[src/rtl/diag_status_pkg.sv]
package diag_status_pkg;

  // Status encoding: normal level is the (held) on level, inverted on error.
  function automatic logic status_code(logic on_level, logic err_active);
    return on_level ^ err_active;
  endfunction

  // Any error cause currently present on a channel.
  function automatic logic chan_error(logic cmd, logic fault, logic ol_on, logic ol_filt);
    return fault | (cmd & ol_on) | ol_filt;
  endfunction

  // Level the status takes during standby and wake-up masking.
  localparam logic FORCED_LEVEL = 1'b1;

endpackage

[src/rtl/dsg_on_hold.sv]
module dsg_on_hold #(
  parameter int HOLD_TICKS = 1200
) (
  input  logic clk,
  input  logic rst_n,
  input  logic clr,
  input  logic tick,
  input  logic cmd,
  output logic on_lvl
);
  localparam int W = $clog2(HOLD_TICKS + 1);
  localparam logic [W-1:0] LAST = W'(HOLD_TICKS - 1);

  logic [W-1:0] cnt;
  logic         on_q;

  always_ff @(posedge clk or negedge rst_n) begin
    if (!rst_n) begin
      on_q <= 1'b0;
      cnt  <= '0;
    end else if (clr) begin
      on_q <= 1'b0;
      cnt  <= '0;
    end else if (cmd) begin
      on_q <= 1'b1;
      cnt  <= '0;
    end else if (on_q && tick) begin
      if (cnt == LAST) begin
        on_q <= 1'b0;
        cnt  <= '0;
      end else begin
        cnt <= cnt + 1'b1;
      end
    end
  end

  assign on_lvl = on_q;
endmodule

[src/rtl/dsg_persist_filter.sv]
module dsg_persist_filter #(
  parameter int TICKS = 50
) (
  input  logic clk,
  input  logic rst_n,
  input  logic clr,
  input  logic tick,
  input  logic arm,
  output logic passed
);
  localparam int W = $clog2(TICKS + 1);
  localparam logic [W-1:0] LAST = W'(TICKS - 1);

  logic [W-1:0] cnt;
  logic         pass_q;

  always_ff @(posedge clk or negedge rst_n) begin
    if (!rst_n) begin
      pass_q <= 1'b0;
      cnt    <= '0;
    end else if (clr || !arm) begin
      pass_q <= 1'b0;
      cnt    <= '0;
    end else if (tick && !pass_q) begin
      if (cnt == LAST) pass_q <= 1'b1;
      else             cnt    <= cnt + 1'b1;
    end
  end

  assign passed = pass_q;
endmodule

[src/rtl/dsg_fail_stretch.sv]
module dsg_fail_stretch #(
  parameter int TICKS = 1200
) (
  input  logic clk,
  input  logic rst_n,
  input  logic clr,
  input  logic tick,
  input  logic err_now,
  output logic ext_act
);
  localparam int W = $clog2(TICKS + 1);
  localparam logic [W-1:0] LAST = W'(TICKS - 1);

  logic [W-1:0] cnt;
  logic         act_q;

  always_ff @(posedge clk or negedge rst_n) begin
    if (!rst_n) begin
      act_q <= 1'b0;
      cnt   <= '0;
    end else if (clr) begin
      act_q <= 1'b0;
      cnt   <= '0;
    end else if (err_now) begin
      act_q <= 1'b1;
      cnt   <= '0;
    end else if (act_q && tick) begin
      if (cnt == LAST) begin
        act_q <= 1'b0;
        cnt   <= '0;
      end else begin
        cnt <= cnt + 1'b1;
      end
    end
  end

  assign ext_act = act_q;
endmodule

[src/rtl/dsg_wake_mask.sv]
module dsg_wake_mask #(
  parameter int TICKS = 2000
) (
  input  logic clk,
  input  logic rst_n,
  input  logic standby,
  input  logic tick,
  output logic masked
);
  localparam int W = $clog2(TICKS + 1);
  localparam logic [W-1:0] LAST = W'(TICKS - 1);

  logic [W-1:0] cnt;
  logic         mask_q;

  always_ff @(posedge clk or negedge rst_n) begin
    if (!rst_n) begin
      mask_q <= 1'b1;
      cnt    <= '0;
    end else if (standby) begin
      mask_q <= 1'b1;
      cnt    <= '0;
    end else if (mask_q && tick) begin
      if (cnt == LAST) begin
        mask_q <= 1'b0;
        cnt    <= '0;
      end else begin
        cnt <= cnt + 1'b1;
      end
    end
  end

  assign masked = mask_q;
endmodule

[src/rtl/diag_status_gen.sv]
module diag_status_gen
  import diag_status_pkg::*;
#(
  parameter int NCH             = 4,
  parameter int OFF_HOLD_TICKS  = 1200,
  parameter int OL_FILTER_TICKS = 50,
  parameter int FAIL_EXT_TICKS  = 1200,
  parameter int WAKE_MASK_TICKS = 2000
) (
  input  logic           clk,
  input  logic           rst_n,
  input  logic           tick_1us,
  input  logic           standby,
  input  logic           enable,
  input  logic [NCH-1:0] ctl_in,
  input  logic [NCH-1:0] prot_fault,
  input  logic [NCH-1:0] ol_on_raw,
  input  logic [NCH-1:0] ol_off_raw,
  output logic [NCH-1:0] status
);

  // Named internal events, visible to the bound checker.
  logic [NCH-1:0] cmd;
  logic [NCH-1:0] on_lvl;
  logic [NCH-1:0] ol_filt;
  logic [NCH-1:0] err_now;
  logic [NCH-1:0] ext_act;
  logic [NCH-1:0] err_hold;
  logic           wake_mask;
  logic [NCH-1:0] status_q;

  dsg_wake_mask #(.TICKS(WAKE_MASK_TICKS)) u_wake (
    .clk     (clk),
    .rst_n   (rst_n),
    .standby (standby),
    .tick    (tick_1us),
    .masked  (wake_mask)
  );

  for (genvar ch = 0; ch < NCH; ch++) begin : g_ch
    assign cmd[ch] = enable & ctl_in[ch];

    dsg_on_hold #(.HOLD_TICKS(OFF_HOLD_TICKS)) u_hold (
      .clk    (clk),
      .rst_n  (rst_n),
      .clr    (standby),
      .tick   (tick_1us),
      .cmd    (cmd[ch]),
      .on_lvl (on_lvl[ch])
    );

    dsg_persist_filter #(.TICKS(OL_FILTER_TICKS)) u_olf (
      .clk    (clk),
      .rst_n  (rst_n),
      .clr    (standby),
      .tick   (tick_1us),
      .arm    (ol_off_raw[ch] & ~cmd[ch]),
      .passed (ol_filt[ch])
    );

    assign err_now[ch] = chan_error(cmd[ch], prot_fault[ch], ol_on_raw[ch], ol_filt[ch]);

    dsg_fail_stretch #(.TICKS(FAIL_EXT_TICKS)) u_ext (
      .clk     (clk),
      .rst_n   (rst_n),
      .clr     (standby),
      .tick    (tick_1us),
      .err_now (err_now[ch]),
      .ext_act (ext_act[ch])
    );

    assign err_hold[ch] = err_now[ch] | ext_act[ch];

    always_ff @(posedge clk or negedge rst_n) begin
      if (!rst_n)                      status_q[ch] <= FORCED_LEVEL;
      else if (standby || wake_mask)   status_q[ch] <= FORCED_LEVEL;
      else                             status_q[ch] <= status_code(on_lvl[ch], err_hold[ch]);
    end
  end

  assign status = status_q;

endmodule

[config.mk]
export PLATFORM = sky130hd
export DESIGN_NAME = diag_status_gen
export DESIGN_NICKNAME = d
export VERILOG_FILES = /design/src/rtl/diag_status_pkg.sv /design/src/rtl/dsg_on_hold.sv /design/src/rtl/dsg_persist_filter.sv /design/src/rtl/dsg_fail_stretch.sv /design/src/rtl/dsg_wake_mask.sv /design/src/rtl/diag_status_gen.sv
export SDC_FILE = /design/constraint.sdc
export NUM_CORES = 1
export LEC_CHECK = 0
export BUFFER_PORTS_ARGS = -buffer_cell sky130_fd_sc_hd__clkbuf_2
export CAP_MARGIN = 10
export CORE_MARGIN = 4
export CORE_UTILIZATION = 50
export DETAILED_ROUTE_END_ITERATION = 8
export HOLD_SLACK_MARGIN = 0.02
export PLACE_DENSITY_LB_ADDON = 0.05
export SLEW_MARGIN = 25
export SYNTH_ARGS = -nofsm -noshare
export SYNTH_HDL_FRONTEND = slang
export SYNTH_HIERARCHICAL = 1
export SYNTH_SLANG_ARGS = --single-unit
[constraint.sdc]
create_clock -name clk -period 3 [get_ports clk]
set_clock_uncertainty 0.15 [all_clocks]
set_input_delay 0 -clock clk [delete_from_list [all_inputs] [get_ports clk]]
set_output_delay 0 -clock clk [all_outputs]
set_load 0.03 [all_outputs]
==> flow_summary.json, run 1 <==
{
  "outcome": "complete, no violations",
  "viasPerCell": 5.577,
  "first_global_vias": 5972,
  "syn_inst": 766,
  "fmax_mhz": 462.7,
  "cp_slowest_cell": "a211oi_4",
  "synthFlopType": "dfrtp_1",
  "synthAdderAreaFrac_pct": 2.636,
  "finalSetupTns_ns": 0,
  "synth-edff-count": 0,
  "arrival_ns": 2.31,
  "rows": 46,
  "chipWidth_um": 135.0,
  "p_switching_w": 0.0009678,
  "clock_path_buffers": 2,
  "synth_compound_area_share_pct": 10.92,
  "syn2layout_area_growth_pct": 13.52,
  "cts_root_buffer": "clkbuf_16",
  "ir_worst_vdd_mv": 0.4155,
  "dr.pass1.iters": 5,
  "cts_resized": 0,
  "crit_path_max_fanout": 14,
  "layout-drive-gt1-share_pct": 22.45,
  "synthMuxAreaShare_pct": 1.116,
  "grt_max_degree": 85,
  "hold_slack_ns": 0.02303,
  "critPathBufInv": 0,
  "ys_seq_area_share_pct": 43.50,
  "cts_tree": "built",
  "nets": 858,
  "setup_violations": 0,
  "clk_pin_slew_ns": 0.06,
  "gp_congestion": 0.8150,
  "async_flop_share_pct": 100.0,
  "grt_overflow_total": 0,
  "yosysWarnings": 6,
  "holdBufCountCts": 15,
  "antenna_found_initial": 0,
  "post-route-drc-count": 0,
  "totalWireLength_um": 15910,
  "rrSetupSlack_ns": 0.84,
  "timing.slew.headroom_pct": 40.54,
  "path_class": "flip-flop to flip-flop",
  "p_leak_nw": 3.692,
  "max-cap-violations": 0,
  "ant_nets": 0,
  "synth_area_mm2": 0.008069,
  "crit_path_start_kind": "flip-flop",
  "synth_xor_area_share_pct": 7.055,
  "initial_utilization_pct": 50.98,
  "crit_required_ns": 3.14,
  "crit_chain": "a311o_1, a211oi_4, and4bb_2, xnor2_1, nor2_1",
  "h-tree-depth": 4,
  "drt_iter0_drc": 284,
  "synth_top_family_by_area": "simple AND/OR/NAND/NOR gates",
  "synth-simple-area-share_pct": 32.36,
  "p_sw_share_pct": 22.86,
  "core_area_mm2": 0.01583,
  "final_max_slew_viol_count": 0,
  "wl_per_cell_um": 15.17,
  "vias": 5850,
  "crit_family": "compound AO/OA/AOI/OAI gates",
  "p_comb_share_pct": 6.6,
  "dieArea_mm2": 0.01823,
  "post-cts-setup-buffers": 0,
  "rsz0062_at_grt": "no",
  "numPortBuffers": 24,
  "die_y_um": 135.0,
  "yosysUniqueCellTypes": 51,
  "ios": 25,
  "slowest_delay_ns": 0.58,
  "grt_pass1_wl_um": 28200,
  "dpl.hpwl_um": 10870,
  "hold_path.class": "input pin to flip-flop",
  "worstMarginPinSlew_ns": 0.8919,
  "intPower_w": 0.003266,
  "cts_buffers": 17,
  "final_util_pct": 57.87,
  "synth_nets": 804,
  "ys_seq_elements": 140,
  "clkLatencyLatePin_ns": 0.42,
  "seq_power_share_pct": 45.6,
  "p_clk_share_pct": 47.8,
  "finalHoldViolations": 0,
  "fin_crit_ns": 2.161,
  "postSynthAreaPerCell_um2": 10.53,
  "clock-sinks": 140,
  "powerDensity_mw_per_mm2": 462.3,
  "track_usage_pct": 18.88,
  "antenna_cells": 0,
  "finalCritPeriodShare_pct": 72.05,
  "end_kind": "flip-flop"
}
==> synthesized netlist by cell type, types with 9 or more instances <==
master	number	area share [%]
a211o_1	12	1.3
a21oi_1	25	1.6
a31oi_1	12	0.93
and4bb_2	24	3.7
dfrtp_1	135	42
ha_1	17	2.6
inv_1	24	1.1
nand2_1	63	2.9
nand3_1	14	0.87
nand3_2	10	1.2
nand3b_1	16	1.5
nand4_1	17	1.3
nor2_1	81	3.8
nor2_2	24	1.9
nor3_1	14	0.87
nor4_2	10	1.6
nor4_4	11	2.9
o21ai_0	20	1.2
o21ai_1	12	0.74
or3_1	13	1.0
xnor2_1	56	6.1
xor2_1	9	0.98
==> sequential cells by signal (all words and copies together) (netlist names) <==
register            count
g_ch.u_ext/ext_act      4
g_ch.u_olf/cnt         24
g_ch.u_ext/cnt         44
status                  4
u_wake/cnt             11
g_ch.u_olf/passed       4
g_ch.u_hold/cnt        44
u_wake/masked           1
g_ch.u_hold/on_lvl      4
==> kinds of logic (layout without fill, tap and decap cells) <==
family,count (synthesis),in the layout
AND/OR/NAND/NOR,387,387
flip-flops,140,140
AO/OA/AOI/OAI,113,113
XOR/XNOR,65,65
buffers and inverters,36,103
adder cells (fa/ha/maj),17,17
multiplexers,8,8
==> layout make-up <==
type | instances | area (um^2)
clock buffers | 26 | 519.2
clock inverters | 6 | 57.56
fillers | 1379 | 6668
inverters | 24 | 90.09
multi-input cells | 590 | 4364
flip-flops and latches | 140 | 3510
well taps | 216 | 270.3
repair buffers | 47 | 349.1
==> cells in the final DEF (no fill, tap or decap), types with 9 or more instances in the layout <==
cell	instances
dfrtp_1	135
xor2_1	9
a211o_1	12
and4bb_2	24
ha_1	17
clkbuf_16	17
nand3_2	10
nor2_2	24
o21ai_1	12
xnor2_1	56
clkbuf_2	23
nand2_1	63
nor2_1	81
o21ai_0	20
nor4_2	10
nor3_1	14
nand3_1	14
nor4_4	11
a31oi_1	12
a21oi_1	25
nand3b_1	16
nand4_1	17
inv_1	24
dlygate4sd3_1	15
or3_1	13
==> power by group through the flow <==
stage          sequential (W)  clock, W  combinational (W)
2_1_floorplan         0.00196         0           0.000160
3_3_place_gp          0.00196         0           0.000262
3_5_place_dp          0.00196         0           0.000268
4_1_cts               0.00193   0.00207           0.000286
5_1_grt               0.00193   0.00217           0.000314
6_report              0.00193   0.00202           0.000280
==> final timing paths <==
check                                      start  depth (start not counted)                     to
max                         g_ch[3].u_olf/passed                          5  g_ch[3].u_ext/cnt[10]
min                                 ol_on_raw[2]                          4              status[2]
max reg2reg                 g_ch[3].u_olf/passed                          5  g_ch[3].u_ext/cnt[10]
min reg2reg                g_ch[0].u_ext/cnt[10]                          2  g_ch[0].u_ext/cnt[10]
max in group asynchronous                  rst_n                          3              status[2]
min in group asynchronous                  rst_n                          2  g_ch[2].u_hold/cnt[5]
==> metal layers <==
metal  global-route usage [%]  vias up  share of wire (%)
li1                         -     2877                  -
met1                    24.74     2895                 47
met2                    31.41       65                 49
met3                    4.769       13                2.4
met4                    5.095        0                1.3
met5                        0        -                  0
==> worst register-to-register path, cell delays in order, from the launching register on <==
cell and delay, ns:
dfrtp_1 0.42, a311o_1 0.39, a211oi_4 0.58, and4bb_2 0.31, xnor2_1 0.14, nor2_1 0.05
==> through the flow <==
step / setup slack (ns) / std cells / area (um^2) / power (W)
floorplan: 1.229 / 766 / 8069 / 0.002120
global placement: 0.9114 / 1002 / 8433 / 0.002225
detailed placement: 0.8561 / 1002 / 8433 / 0.002233
CTS: 0.8418 / 1049 / 9160 / 0.004291
global route: 0.7187 / 1049 / 9160 / 0.004416
finish: 0.8386 / 1049 / 9160 / 0.004234
(Power assumes the default switching activity.)
==> run 2: changes to the inputs <==
- clock period: 3 -> 2.3 ns (I/O delays scaled with it)
==> run 2 against run 1 <==
Effect of this change:
- fmax rose by 5.0%
- register-to-register slack worse by 0.60 ns
- critical endpoint is now g_ch[1].u_ext/cnt[3]
- critical path depth is 1 higher
- clock power up 33%
- combinational power rose by 38%
- sequential share of layout area fell by 0.48 points
- first-iteration DRC count is 8.1% higher
- non-clock buffer count up 10
- setup slack worse by 0.60 ns
- die area unchanged
- total power is 32% higher
==> flow_summary.json, run 2 (synthesized netlist as in run 1, its figures left out) <==
{
  "outcome": "complete, no violations",
  "antenna_cells": 0,
  "ios": 25,
  "dpl.hpwl_um": 10790,
  "crit_family": "compound AO/OA/AOI/OAI gates",
  "post-route-drc-count": 0,
  "vias": 5867,
  "hold_path.class": "input pin to flip-flop",
  "dr.pass1.iters": 5,
  "cts_root_buffer": "clkbuf_16",
  "max-cap-violations": 0,
  "final_util_pct": 58.60,
  "rsz0062_at_grt": "no",
  "clkLatencyLatePin_ns": 0.42,
  "crit_required_ns": 2.45,
  "slowest_delay_ns": 0.48,
  "crit_path_max_fanout": 11,
  "drt_iter0_drc": 307,
  "layout-drive-gt1-share_pct": 21.83,
  "finalHoldViolations": 0,
  "crit_path_start_kind": "flip-flop",
  "end_kind": "flip-flop",
  "pre_cts_ws_ns": 0.2452,
  "numPortBuffers": 24,
  "clk_pin_slew_ns": 0.06,
  "totalWireLength_um": 15890,
  "clock-sinks": 140,
  "grt_overflow_total": 0,
  "chipWidth_um": 135.0,
  "ant_nets": 0,
  "h-tree-depth": 4,
  "ir_worst_vdd_mv": 0.4946,
  "syn2layout_area_growth_pct": 14.95,
  "grt_pass1_wl_um": 27920,
  "hold_slack_ns": 0.07993,
  "crit_chain": "a311o_1, a211oi_4, buf_4, nor4_1, a31oi_1, nand2_1",
  "rows": 46,
  "setup_violations": 0,
  "initial_utilization_pct": 50.98,
  "path_class": "flip-flop to flip-flop",
  "dieArea_mm2": 0.01823,
  "nets": 868,
  "fin_ws_ns": 0.2418,
  "critPathBufInv": 1,
  "cts_tree": "built",
  "fin_crit_ns": 2.058,
  "final_common_cell": "dfrtp_1",
  "arrival_ns": 2.21,
  "nFillCells": 1397,
  "finalCritPeriodShare_pct": 89.49,
  "fmax_mhz": 485.9,
  "timing.slew.headroom_pct": 56.07,
  "wl_per_cell_um": 15.01,
  "track_usage_pct": 18.71,
  "grt_max_degree": 62,
  "cp_slowest_cell": "a211oi_4",
  "gp_congestion": 0.8185,
  "cts_buffers": 17,
  "core_area_mm2": 0.01583,
  "final_cell_mix": "dfrtp_1 (135), nor2_1 (81), nand2_1 (63)",
  "final_max_slew_viol_count": 0,
  "first_global_vias": 5903,
  "finalSetupTns_ns": 0,
  "clock_path_buffers": 2,
  "worstMarginPinSlew_ns": 0.6569,
  "reg_top3": "g_ch.u_ext/cnt x44, g_ch.u_hold/cnt x44, g_ch.u_olf/cnt x24",
  "antenna_found_initial": 0,
  "powerDensity_mw_per_mm2": 602.6,
  "p_total_w": 0.005590,
  "die_y_um": 135.0,
  "p_leak_nw": 3.739,
  "viasPerCell": 5.540
}
[run 2: changes by cell type in the layout (fill, tap and decap cells not counted)]
| cell | change |
|---|---|
| dlygate4sd3_1 | +7 |
| clkbuf_1 | +6 |
| clkinv_2 | -4 |
| buf_12 | +2 |
| clkbuf_8 | -2 |
| buf_4 | +1 |
| bufinv_16 | +1 |
| clkinvlp_4 | -1 |
[run 2: final timing paths]
kind,from,slack (ns),to,cells after the start
setup / recovery,g_ch[1].u_olf/passed,0.24,g_ch[1].u_ext/cnt[3],6
hold / removal,ol_on_raw[1],0.08,g_ch[1].u_ext/ext_act,4
setup reg to reg,g_ch[1].u_olf/passed,0.24,g_ch[1].u_ext/cnt[3],6
hold reg to reg,g_ch[2].u_hold/cnt[1],0.39,g_ch[2].u_hold/cnt[1],2
max in group asynchronous,rst_n,0.72,status[0],4
min in group asynchronous,rst_n,0.50,g_ch[2].u_hold/cnt[2],3
[run 2: per-layer routing]
metal	wire [um]	vias to the layer above	global-route usage, %
met5	0	-	0
met4	217	0	6.495
met3	399	15	4.285
met2	7780	59	30.54
met1	7494	2895	24.67
li1	-	2898	-
[run 2: final cells by class]
type	count	area (um^2)	area share [%]
Timing Repair Buffer	57	466.7	5.032
Clock inverter	2	60.06	0.6475
Tap cell	216	270.3	2.914
Clock buffer	30	514.2	5.544
Inverter	24	90.09	0.9713
Sequential cell	140	3510	37.84
Multi-Input combinational cell	590	4364	47.05
[run 2: worst reg2reg max path: stages (launching register included)]
cell	delay (ns)
dfrtp_1	0.41
a311o_1	0.39
a211oi_4	0.48
buf_4	0.23
nor4_1	0.05
a31oi_1	0.15
nand2_1	0.08
[run 2: report_power, final]
part	internal, W	leakage [nW]	total, W	switching [W]
Sequential	0.00249	1.93	0.00252	0.0000342
Clock	0.00172	0.277	0.00268	0.000969
Combinational	0.000139	1.54	0.000385	0.000245
[run 2: metrics by stage]
| step | area [um^2] | std cells |
|---|---|---|
| after floorplan | 8069 | 766 |
| after global placement | 8481 | 1005 |
| after detailed placement | 8481 | 1005 |
| after CTS | 9275 | 1059 |
| after global routing | 9275 | 1059 |
| final | 9275 | 1059 |
[run 2: timing repair]
item | CTS | global route
endpoints found under the hold margin | 190 | 0
buffers inserted | 0 | 0
resized for setup | 0 | 0
hold buffers | 22 | 0
==> run 3: changes to the inputs <==
- BUFFER_PORTS_ARGS: -buffer_cell sky130_fd_sc_hd__clkbuf_2 -> -buffer_cell sky130_fd_sc_hd__buf_4
- GPL_ROUTABILITY_DRIVEN: not set -> 0
==> run 3 against run 2 <==
Effect of this change:
- register-to-register slack lost 0.06 ns
- final area is 0.96% higher
- core utilization grew 0.56 points
- die area is the same
- routed wire length increased by 1.3%
- critical path depth fell by 1
- setup slack got worse by 0.061 ns
- total power grew 0.48%
- sequential cell count unchanged
- clock power about the same
- largest cell class unchanged
==> flow_summary.json, run 3 (synthesized netlist as in run 1, its figures left out) <==
{
  "outcome": "complete, no violations",
  "fmax_mhz": 471.9,
  "track_usage_pct": 19.00,
  "drt_iter0_drc": 332,
  "finalHoldViolations": 0,
  "viasPerCell": 5.568,
  "hold_path.class": "input pin to flip-flop",
  "cts_tree": "built",
  "powerDensity_mw_per_mm2": 599.8,
  "grt_max_degree": 58,
  "post-cts-setup-buffers": 0,
  "totalWireLength_um": 16100,
  "antenna_found_initial": 0,
  "multi_input_area_mm2": 0.004364,
  "worstMarginPinSlew_ns": 0.6441,
  "crit_chain": "a311o_1, a211oi_4, and4bb_2, xnor2_1, nor2_1",
  "final_cell_mix": "dfrtp_1 (135), nor2_1 (81), nand2_1 (63)",
  "slowest_delay_ns": 0.50,
  "first_global_vias": 6043,
  "path_class": "flip-flop to flip-flop",
  "grt_pass1_wl_um": 28600,
  "setup_violations": 0,
  "nets": 873,
  "reg_top3": "g_ch.u_ext/cnt x44, g_ch.u_hold/cnt x44, g_ch.u_olf/cnt x24",
  "fin_crit_ns": 2.119,
  "ir_worst_vdd_mv": 0.5073,
  "dpl.hpwl_um": 11040,
  "layout-drive-gt1-share_pct": 23.00,
  "rrSetupSlack_ns": 0.18,
  "p_leak_nw": 3.771,
  "chipWidth_um": 135.0,
  "final_common_cell": "dfrtp_1",
  "clk_pin_slew_ns": 0.06,
  "cts_resized": 0,
  "finalCritPeriodShare_pct": 92.13,
  "end_kind": "flip-flop",
  "rsz0062_at_grt": "no",
  "seqCellArea_mm2": 0.003510,
  "finalSetupTns_ns": 0,
  "wl_per_cell_um": 15.13,
  "nFillCells": 1317,
  "antenna_cells": 0,
  "clkLatencyLatePin_ns": 0.42,
  "dieArea_mm2": 0.01823,
  "final_util_pct": 59.16,
  "crit_path_max_fanout": 12,
  "crit_path_start_kind": "flip-flop",
  "clock-sinks": 140,
  "die_y_um": 135.0,
  "rows": 46,
  "cp_slowest_cell": "a211oi_4",
  "ios": 25,
  "crit_required_ns": 2.44,
  "max-cap-violations": 0,
  "core_area_mm2": 0.01583,
  "post-route-drc-count": 0,
  "final_max_slew_viol_count": 0,
  "clock_path_buffers": 2,
  "initial_utilization_pct": 50.98,
  "vias": 5924,
  "h-tree-depth": 4,
  "grt_overflow_total": 0,
  "cts_buffers": 17,
  "numPortBuffers": 24,
  "cts_root_buffer": "clkbuf_16",
  "arrival_ns": 2.26,
  "ant_nets": 0,
  "timing.slew.headroom_pct": 56.92,
  "dr.pass1.iters": 5,
  "syn2layout_area_growth_pct": 16.05
}
run 3: cell count changes in the layout (fill, tap and decap cells not counted):
cell | previous run | this run
clkinv_2 | 0 | 3
clkinv_4 | 0 | 2
clkbuf_8 | 4 | 1
buf_12 | 3 | 1
buf_4 | 8 | 35
inv_6 | 0 | 1
clkbuf_1 | 9 | 0
clkinvlp_4 | 0 | 6
dlygate4sd3_1 | 22 | 25
clkbuf_2 | 23 | 0
run 3: layout make-up:
cell class	count	area share [%]
flip-flops and latches	140	37.48
inverters	24	0.9621
clock buffers	18	4.690
repair buffers	62	5.812
clock inverters	14	1.563
well taps	216	2.886
multi-input cells	590	46.61
run 3: metrics by stage:
stage | cell area, um^2 | std cells | power [W] | worst slack [ns] | hold WS, ns
floorplan | 8069 | 766 | 0.002765 | 0.5292 | -0.4456
global placement | 8528 | 1007 | 0.002918 | 0.2680 | -0.1465
detailed placement | 8528 | 1007 | 0.002929 | 0.1774 | -0.1534
CTS | 9364 | 1064 | 0.005686 | 0.1765 | 0.02059
global route | 9364 | 1064 | 0.005847 | 0.08206 | 0.04796
finish | 9364 | 1064 | 0.005617 | 0.1810 | 0.03309
run 3: power by group:
part | internal [W] | switching, W
sequential | 0.00249 | 0.0000337
clock | 0.00162 | 0.00108
combinational | 0.000150 | 0.000246
run 3: worst max-delay path, delay by kind of cell (launching register included):
family,cells,cell delay [ns]
AND/OR/NAND/NOR,2,0.36
XOR/XNOR,1,0.14
AO/OA/AOI/OAI,2,0.92
flip-flops,1,0.42
run 3: worst paths after layout:
kind	startpoint	to	depth (start not counted)
setup reg to reg	g_ch[0].u_olf/passed	g_ch[0].u_ext/cnt[8]	5
hold reg to reg	g_ch[3].u_hold/cnt[1]	g_ch[3].u_hold/cnt[1]	2
max in group asynchronous	rst_n	status[1]	4
setup / recovery	g_ch[0].u_olf/passed	g_ch[0].u_ext/cnt[8]	5
min in group asynchronous	rst_n	g_ch[2].u_hold/cnt[7]	3
hold / removal	ol_off_raw[2]	g_ch[2].u_olf/cnt[2]	4
run 3: per-layer routing:
layer / up-vias / track usage [%] / wire length (um)
met5: - / 0 / 0
met3: 12 / 4.434 / 390
met2: 57 / 31.82 / 8008
met4: 0 / 5.039 / 123
li1: 2901 / - / -
met1: 2954 / 24.98 / 7579
run 3: timing repair:
action	in CTS	in global routing
endpoints found under the hold margin	169	0
hold buffers	25	0
setup endpoints to repair	0	0
